**src/rtl/mme_pkg.sv**
```systemverilog
package mme_pkg;
  localparam int FRAME_BITS = 64;
  localparam int IDX_W      = $clog2(FRAME_BITS);
  localparam int DATA_W     = 16;
  localparam int ADDR_W     = 5;
  localparam int CMD_W      = 32;
  localparam int PHY_LSB    = 16;
  localparam int REG_LSB    = 21;
  localparam int RD_BIT     = 26;
  localparam int WR_BIT     = 27;
  localparam int TA_IDX     = 46;
  localparam int DATA_IDX   = 48;
  localparam logic [CMD_W-1:0] CMD_MASK = 32'h0FFF_FFFF;

  typedef enum logic [1:0] {
    OPC_WRITE = 2'b01,
    OPC_READ  = 2'b10
  } mgmt_opc_e;

  function automatic logic [FRAME_BITS-1:0] build_frame(
    input logic              rd,
    input logic [ADDR_W-1:0] phy,
    input logic [ADDR_W-1:0] rg,
    input logic [DATA_W-1:0] wd
  );
    mgmt_opc_e opc;
    opc = rd ? OPC_READ : OPC_WRITE;
    build_frame = {32'hFFFF_FFFF, 2'b01, opc, phy, rg,
                   (rd ? 2'b11 : 2'b10), (rd ? 16'h0000 : wd)};
  endfunction
endpackage

```
**src/rtl/mme_mdc_div.sv**
```systemverilog
module mme_mdc_div #(
  parameter int HALF_DIV = 2
) (
  input  logic clk,
  input  logic rst_n,
  input  logic run,
  output logic mdc,
  output logic rise_tick,
  output logic fall_tick
);
  localparam int CW = (HALF_DIV > 1) ? $clog2(HALF_DIV) : 1;

  logic [CW-1:0] cnt_q, cnt_d;
  logic          mdc_q, mdc_d;
  logic          term;

  assign term = (cnt_q == CW'(HALF_DIV - 1));

  always_comb begin
    cnt_d = cnt_q;
    mdc_d = mdc_q;
    if (!run) begin
      cnt_d = '0;
      mdc_d = 1'b0;
    end else begin
      cnt_d = term ? '0 : cnt_q + 1'b1;
      mdc_d = term ? ~mdc_q : mdc_q;
    end
  end

  always_ff @(posedge clk or negedge rst_n) begin
    if (!rst_n) begin
      cnt_q <= '0;
      mdc_q <= 1'b0;
    end else begin
      cnt_q <= cnt_d;
      mdc_q <= mdc_d;
    end
  end

  assign mdc       = mdc_q;
  assign rise_tick = run & term & ~mdc_q;
  assign fall_tick = run & term & mdc_q;
endmodule

```
**src/rtl/mme_frame_seq.sv**
```systemverilog
module mme_frame_seq
  import mme_pkg::*;
(
  input  logic              clk,
  input  logic              rst_n,
  input  logic              start,
  input  logic              start_rd,
  input  logic [ADDR_W-1:0] start_phy,
  input  logic [ADDR_W-1:0] start_reg,
  input  logic [DATA_W-1:0] start_wdata,
  input  logic              rise_tick,
  input  logic              fall_tick,
  input  logic              mdio_i,
  output logic              busy,
  output logic              op_rd,
  output logic              done,
  output logic [IDX_W-1:0]  bit_idx,
  output logic [DATA_W-1:0] rdata,
  output logic              mdio_o,
  output logic              mdio_oe
);
  logic                  busy_q, busy_d;
  logic                  rd_q, rd_d;
  logic [IDX_W-1:0]      idx_q, idx_d;
  logic [FRAME_BITS-1:0] shift_q, shift_d;
  logic [DATA_W-1:0]     rdata_q, rdata_d;
  logic                  last;

  assign last = (idx_q == IDX_W'(FRAME_BITS - 1));
  assign done = busy_q & fall_tick & last;

  always_comb begin
    busy_d  = busy_q;
    rd_d    = rd_q;
    idx_d   = idx_q;
    shift_d = shift_q;
    rdata_d = rdata_q;
    if (start) begin
      busy_d  = 1'b1;
      rd_d    = start_rd;
      idx_d   = '0;
      shift_d = build_frame(start_rd, start_phy, start_reg, start_wdata);
      rdata_d = '0;
    end else if (busy_q) begin
      if (rise_tick && rd_q && (idx_q >= IDX_W'(DATA_IDX)))
        rdata_d = {rdata_q[DATA_W-2:0], mdio_i};
      if (fall_tick) begin
        if (last) begin
          busy_d = 1'b0;
        end else begin
          idx_d   = idx_q + 1'b1;
          shift_d = {shift_q[FRAME_BITS-2:0], 1'b0};
        end
      end
    end
  end

  always_ff @(posedge clk or negedge rst_n) begin
    if (!rst_n) begin
      busy_q  <= 1'b0;
      rd_q    <= 1'b0;
      idx_q   <= '0;
      shift_q <= '0;
      rdata_q <= '0;
    end else begin
      busy_q  <= busy_d;
      rd_q    <= rd_d;
      idx_q   <= idx_d;
      shift_q <= shift_d;
      rdata_q <= rdata_d;
    end
  end

  assign busy    = busy_q;
  assign op_rd   = rd_q;
  assign bit_idx = idx_q;
  assign rdata   = rdata_q;
  assign mdio_o  = shift_q[FRAME_BITS-1];
  assign mdio_oe = busy_q & ~(rd_q & (idx_q >= IDX_W'(TA_IDX)));
endmodule

```
**src/rtl/mii_mgmt_engine.sv**
```systemverilog
module mii_mgmt_engine
  import mme_pkg::*;
#(
  parameter int HALF_DIV = 2
) (
  input  logic        clk,
  input  logic        rst_n,
  input  logic        cmd_wr,
  input  logic [31:0] cmd_wdata,
  input  logic        dat_wr,
  input  logic [15:0] dat_wdata,
  output logic [31:0] cmd_rdata,
  output logic        mdc,
  input  logic        mdio_i,
  output logic        mdio_o,
  output logic        mdio_oe
);
  logic [CMD_W-1:0]  cmd_q, cmd_d;
  logic [DATA_W-1:0] dat_q;
  logic              cmd_en;
  logic              busy, op_rd, done, start;
  logic              rise_tick, fall_tick;
  logic [IDX_W-1:0]  bit_idx;
  logic [DATA_W-1:0] rdata;
  logic              go_rd, go_wr;

  assign go_rd  = cmd_wdata[RD_BIT];
  assign go_wr  = cmd_wdata[WR_BIT];
  assign start  = cmd_wr & ~busy & (go_rd | go_wr);
  assign cmd_en = done | (cmd_wr & ~busy);

  always_comb begin
    cmd_d = cmd_q;
    if (done) begin
      cmd_d[RD_BIT] = 1'b0;
      cmd_d[WR_BIT] = 1'b0;
      if (op_rd) cmd_d[DATA_W-1:0] = rdata;
    end else if (cmd_wr && !busy) begin
      cmd_d = cmd_wdata & CMD_MASK;
    end
  end

  always_ff @(posedge clk or negedge rst_n) begin
    if (!rst_n)      cmd_q <= '0;
    else if (cmd_en) cmd_q <= cmd_d;
  end

  always_ff @(posedge clk or negedge rst_n) begin
    if (!rst_n)      dat_q <= '0;
    else if (dat_wr) dat_q <= dat_wdata;
  end

  mme_mdc_div #(.HALF_DIV(HALF_DIV)) u_div (
    .clk       (clk),
    .rst_n     (rst_n),
    .run       (busy),
    .mdc       (mdc),
    .rise_tick (rise_tick),
    .fall_tick (fall_tick)
  );

  mme_frame_seq u_seq (
    .clk         (clk),
    .rst_n       (rst_n),
    .start       (start),
    .start_rd    (go_rd),
    .start_phy   (cmd_wdata[PHY_LSB +: ADDR_W]),
    .start_reg   (cmd_wdata[REG_LSB +: ADDR_W]),
    .start_wdata (dat_q),
    .rise_tick   (rise_tick),
    .fall_tick   (fall_tick),
    .mdio_i      (mdio_i),
    .busy        (busy),
    .op_rd       (op_rd),
    .done        (done),
    .bit_idx     (bit_idx),
    .rdata       (rdata),
    .mdio_o      (mdio_o),
    .mdio_oe     (mdio_oe)
  );

  assign cmd_rdata = cmd_q;
endmodule

```
**config.mk**
```make
export PLATFORM = sky130hd
export DESIGN_NAME = mii_mgmt_engine
export DESIGN_NICKNAME = d
export VERILOG_FILES = /design/src/rtl/mme_pkg.sv /design/src/rtl/mme_mdc_div.sv /design/src/rtl/mme_frame_seq.sv /design/src/rtl/mii_mgmt_engine.sv
export SDC_FILE = /design/constraint.sdc
export NUM_CORES = 1
export LEC_CHECK = 0
export ABC_AREA = 1
export ABC_CLOCK_PERIOD_IN_PS = 1900
export BUFFER_PORTS_ARGS = -buffer_cell sky130_fd_sc_hd__buf_4
export CAP_MARGIN = 20
export CORE_ASPECT_RATIO = 0.6
export CORE_MARGIN = 8
export CORE_UTILIZATION = 40
export CTS_CLUSTER_DIAMETER = 120
export DETAILED_ROUTE_END_ITERATION = 8
export PLACE_DENSITY = 0.59
export SLEW_MARGIN = 40
export SYNTH_ARGS = -nofsm -noshare
export SYNTH_HDL_FRONTEND = slang
export SYNTH_SLANG_ARGS = --single-unit
```
**constraint.sdc**
```tcl
create_clock -name clk -period 1.9 [get_ports clk]
set_input_delay 0.19 -clock clk [delete_from_list [all_inputs] [get_ports clk]]
set_output_delay 0.19 -clock clk [all_outputs]
set_load 0.02 [all_outputs]
```
==> flow_results.org <==
** Worst setup path
- Slowest stage cell on the critical path :: sky130_fd_sc_hd__dfrtp_1
- Worst r2r dst :: u_seq.shift_q[45]
- The worst setup path is launched from a flip-flop.
- The worst setup path is captured at a primary output.
- Cell-by-cell trace of the critical path :: nand2_1, nor2_1, nor3_1, buf_4
- In this design, the stage delay of the slowest critical-path cell is approximately 0.42 ns.
- Together, buffers and inverters on the worst path number 1.
- Arrival time at the worst endpoint :: between 1.5 and 2 ns
- Data on the critical path is required at its endpoint by approximately 1.7 ns.
- In this run the worst setup path begins at u_seq.bit_idx[5].
- Along the worst path, the maximum fanout reaches 5.
- Grouping stages by cell kind, the critical path spends the most delay in simple AND/OR/NAND/NOR gates.
- The startpoint identified for the worst register-to-register timing path is u_seq.busy.
- The worst register-to-register path has a setup slack of 0.23 ns.
- The worst setup path is of the reg2out kind.
- Count of cells along the worst register-to-register path :: 5

** Cells and area
- In the final layout, the share of cells above drive strength 1 is roughly 19%.
- N_diodes :: 0
- After routing the design area is roughly 0.0075 mm².
- The final layout contains about 850 nets.
- Signed area change from the synthesized netlist to the final layout :: 26.2%

** Pwr
- In this run the static leakage power is 0.00382 µW.
- Ratio of total power to cell area :: between 800 and 900 mW/mm²
- Maximum vdd ir drop :: 0.000537 V

** Global routing
- Global route total overflow :: 0
- Global routing consumed, on the met2 layer, 22.4% of the routing resources.
- Peak-usage layer in the global routing report :: met2
- The first global-routing pass estimated 23,800 µm of wire.
- For met1 alone, demand over resource in global routing was 22.0%.
- Met3 GRT Util :: under 10%
- The number of antenna violations at the first check in global routing was 0.
- Across every metal layer, demand over resource in global routing totals 15.2%.
- Entering global routing, the biggest net connects 69 pins.
- The number of global-route vias before repair is roughly 4,700.

** Clock tree
- CTS buffer count :: 17
- Clock network latency to the later pin of the worst-skew pair :: slightly above 0.4 ns
- The clock drives about 130 sinks.
- TritonCTS built the clock tree.
- Clock Pin Slew Worst Setup and Hold Paths :: approximately 0.060 ns
- Number of hold-repair buffers added at the cts stage :: 9
- The clock passes through at most 2 buffers.
- Number of H-tree levels :: 4
- Master cell of the clock root buffer :: sky130_fd_sc_hd__clkbuf_16
- Total of cells resized after clock tree synthesis :: 0
- In this run the post-CTS setup repair buffer count came out at 0.

** Synth
- Proportion of synthesized area in mux cells :: under 10%
- Post-synthesis area per instance :: 8.37 µm²
- Count of unique library cells instantiated by Yosys :: 27
- After Yosys synthesis, full adders, half adders and majority gates account for less than 1% of the synthesized area.
- Of the total synthesized cell area, the portion taken by XOR and XNOR cells is less than 1%.
- The synthesized netlist occupies a cell area of between 0.005 and 0.006 mm².
- During synthesis, Yosys emitted a total of 0 warnings.
- Summing the areas of all and, or, nand and nor instances in the mapped netlist gives 28.7% of the synthesized area.
- Sequential element share of the synthesized area :: roughly 57%
- The synthesized netlist devotes ~5.8% of its cell area to compound gates.
- The synthesized design contains around 130 register bits.
- Synthesis produced a netlist whose cell count is 709.
- Dominant combinational cell family by area after synthesis :: simple AND/OR/NAND/NOR gates

** Run status
- Status :: completed

** Place
- Post-DP HPWL :: between 9000 and 10,000 µm
- Standard cell area after detailed placement :: about 0.0068 mm²
- At the end of routability-driven placement, the weighted congestion stood at around 0.80.
- In this run the tool buffered the top-level ports with 79 buffer cells.

** Floorplan
- The floorplan step set the die width to 173 µm.
- Initial Utilization :: between 40% and 50%
- DIE HEIGHT :: between 100 and 150 µm
- The floorplan step defined a die boundary enclosing roughly 0.019 mm².
- Std cell rows :: 34
- After floorplanning, the core was sized to cover 0.0145 mm².
- I/O pins :: 88

** STA
- # setup viols final :: 0
- Layout Skew :: 0.00971 ns
- Measured against its own limit, the worst slew margin works out to 66.2%.
- Subtracting the final worst setup slack from the clock period gives approximately 1.8 ns.
- Number of failing hold endpoints at the final stage :: 0
- The final max-slew violation count was 0.
- At the pin with the least slew margin, the transition time is approximately 0.51 ns.
- Post-route fraction of the period consumed by the critical path :: between 90 and 100%
- Peak clock frequency supported by timing :: 568 MHz
- Unrepaired setup endpoints after global routing :: no
- Final total negative setup slack :: 0 ns

** Route
- In the final routed layout, each cell accounts on average for around 14 µm.
- Number of nets still failing antenna checks after routing :: 0
- DRC marker count from the first detailed-route iteration :: 370
- Detailed routing inserted a total of a little under 5,000 vias.
- For this block, the routed nets add up to ~14,000 µm of wire.
- After detailed routing, the number of remaining DRC violations is 0.
- After detailed routing, the number of vias per cell comes to between 4 and 5.
- For this run, the detailed router's first-pass iteration total came to 5.

** Worst hold path
- Endpoint, Worst Hold :: dat_q[15]
- Along the worst hold path, the cell count comes to 2.
- Path category of the worst min-delay check :: in2reg
- Hold Crit Start :: dat_wdata[15]

** Job
- Maxcap violations :: 0
[sequential cells by signal (all words and copies together), names as in the netlist]
signal	flops
u_seq.op_rd	1
cmd_rdata	28
u_div.mdc	1
u_seq.busy	1
dat_q	16
u_div.cnt_q	1
u_seq.bit_idx	6
u_seq.rdata	16
u_seq.shift_q	64
[worst register-to-register path, stage by stage, from the launching register on]
cell	delay, ns
sky130_fd_sc_hd__dfrtp_1	0.46
sky130_fd_sc_hd__nor2_2	0.09
sky130_fd_sc_hd__nand2_2	0.18
sky130_fd_sc_hd__clkinv_1	0.45
sky130_fd_sc_hd__a21oi_1	0.29
sky130_fd_sc_hd__nand2_1	0.08
[where the power goes]
group / internal (µW) / switching (µW) / leakage, µW
Combinational: 139 / 134 / 0.00190
Sequential: 2930 / 40.1 / 0.00164
Clock: 2070 / 1270 / 0.000283
Total: 5140 / 1450 / 0.00382
[metal layers]
metal / vias to the layer above / part of all wire [%] / wire [µm]
met5: - / 0 / 0
met4: 0 / 1.1 / 153
met3: 18 / 5.3 / 745
met2: 137 / 44 / 6180
met1: 2371 / 50 / 7050
li1: 2431 / - / -
[metrics by stage]
| step | cells | hold WS (ns) | setup slack [ns] | total power [µW] | utilization [%] |
|---|---|---|---|---|---|
| floorplan | 712 | -0.106 | 0.352 | 3110 | - |
| global placement | 964 | 0.178 | 0.322 | 3270 | 46.8 |
| detailed placement | 964 | 0.181 | 0.262 | 3280 | 46.8 |
| CTS | 1005 | 0.000304 | 0.0972 | 6670 | 51.6 |
| global route | 1005 | 0.00427 | 0.00267 | 6830 | 51.6 |
| finish | 1005 | 0.0145 | 0.141 | 6590 | 51.6 |
[placed cells by master, fill, tap and decap left out, drive strengths merged]
cell type      n
xor2           1
dlygate4sd3    9
nand2        313
nor2          10
conb           4
clkinv         8
a21oi         20
clkbuf        18
o21bai         1
o21ai         45
mux2          16
nand3         86
dfrtp        134
bufinv         3
ha             1
nand4          3
nor3           3
inv           30
buf           98
clkinvlp       4
[worst max path at each step]
| stage | end | slack [ns] | cells after the start |
|---|---|---|---|
| final | mdio_oe | 0.14 | 4 |
| after global routing | u_seq.shift_q[47] | 0.003 | 5 |
| after CTS | mdio_oe | 0.1 | 4 |
| after detailed placement | u_seq.shift_q[45] | 0.26 | 5 |
| after global placement | cmd_rdata[3] | 0.32 | 7 |
| after floorplan | u_seq.bit_idx[3] | 0.35 | 9 |
[layout make-up]
class                      count  area [µm²]
clock inverter                14         178
fill                        1323        7020
timing repair buffer         107         892
inverter                      31         116
clock buffer                  18         429
multi-input combinational    503        2270
sequential                   134        3350
tap                          198         248
[logic make-up (layout without fill, tap and decap cells)]
family                   count (synthesis)  count (layout)
AND/OR/NAND/NOR                        415             415
AO/OA/AOI/OAI                           66              66
multiplexers                            16              16
flip-flops                             134             134
buffers and inverters                   75             170
adder cells (fa/ha/maj)                  1               1
other                                    1               4
XOR/XNOR                                 1               1
[synthesized netlist by cell type]
| master | count | area [µm²] |
|---|---|---|
| sky130_fd_sc_hd__a21oi_1 | 20 | 100 |
| sky130_fd_sc_hd__buf_1 | 5 | 18.8 |
| sky130_fd_sc_hd__buf_2 | 13 | 65.1 |
| sky130_fd_sc_hd__buf_4 | 5 | 37.5 |
| sky130_fd_sc_hd__buf_6 | 1 | 11.3 |
| sky130_fd_sc_hd__clkbuf_1 | 19 | 71.3 |
| sky130_fd_sc_hd__clkbuf_2 | 1 | 5.00 |
| sky130_fd_sc_hd__clkinv_1 | 2 | 7.51 |
| sky130_fd_sc_hd__conb_1 | 1 | 3.75 |
| sky130_fd_sc_hd__dfrtp_1 | 134 | 3350 |
| sky130_fd_sc_hd__ha_1 | 1 | 12.5 |
| sky130_fd_sc_hd__inv_1 | 27 | 101 |
| sky130_fd_sc_hd__inv_2 | 2 | 7.51 |
| sky130_fd_sc_hd__mux2_2 | 16 | 180 |
| sky130_fd_sc_hd__nand2_1 | 310 | 1160 |
| sky130_fd_sc_hd__nand2_2 | 3 | 18.8 |
| sky130_fd_sc_hd__nand3_1 | 84 | 420 |
| sky130_fd_sc_hd__nand3_2 | 2 | 20.0 |
| sky130_fd_sc_hd__nand4_1 | 3 | 18.8 |
| sky130_fd_sc_hd__nor2_1 | 8 | 30.0 |
| sky130_fd_sc_hd__nor2_2 | 1 | 6.26 |
| sky130_fd_sc_hd__nor2_4 | 1 | 11.3 |
| sky130_fd_sc_hd__nor3_1 | 3 | 15.0 |
| sky130_fd_sc_hd__o21ai_0 | 44 | 220 |
| sky130_fd_sc_hd__o21ai_4 | 1 | 16.3 |
| sky130_fd_sc_hd__o21bai_1 | 1 | 7.51 |
| sky130_fd_sc_hd__xor2_1 | 1 | 8.76 |
No activity file was read; power rests on OpenSTA's default activity.
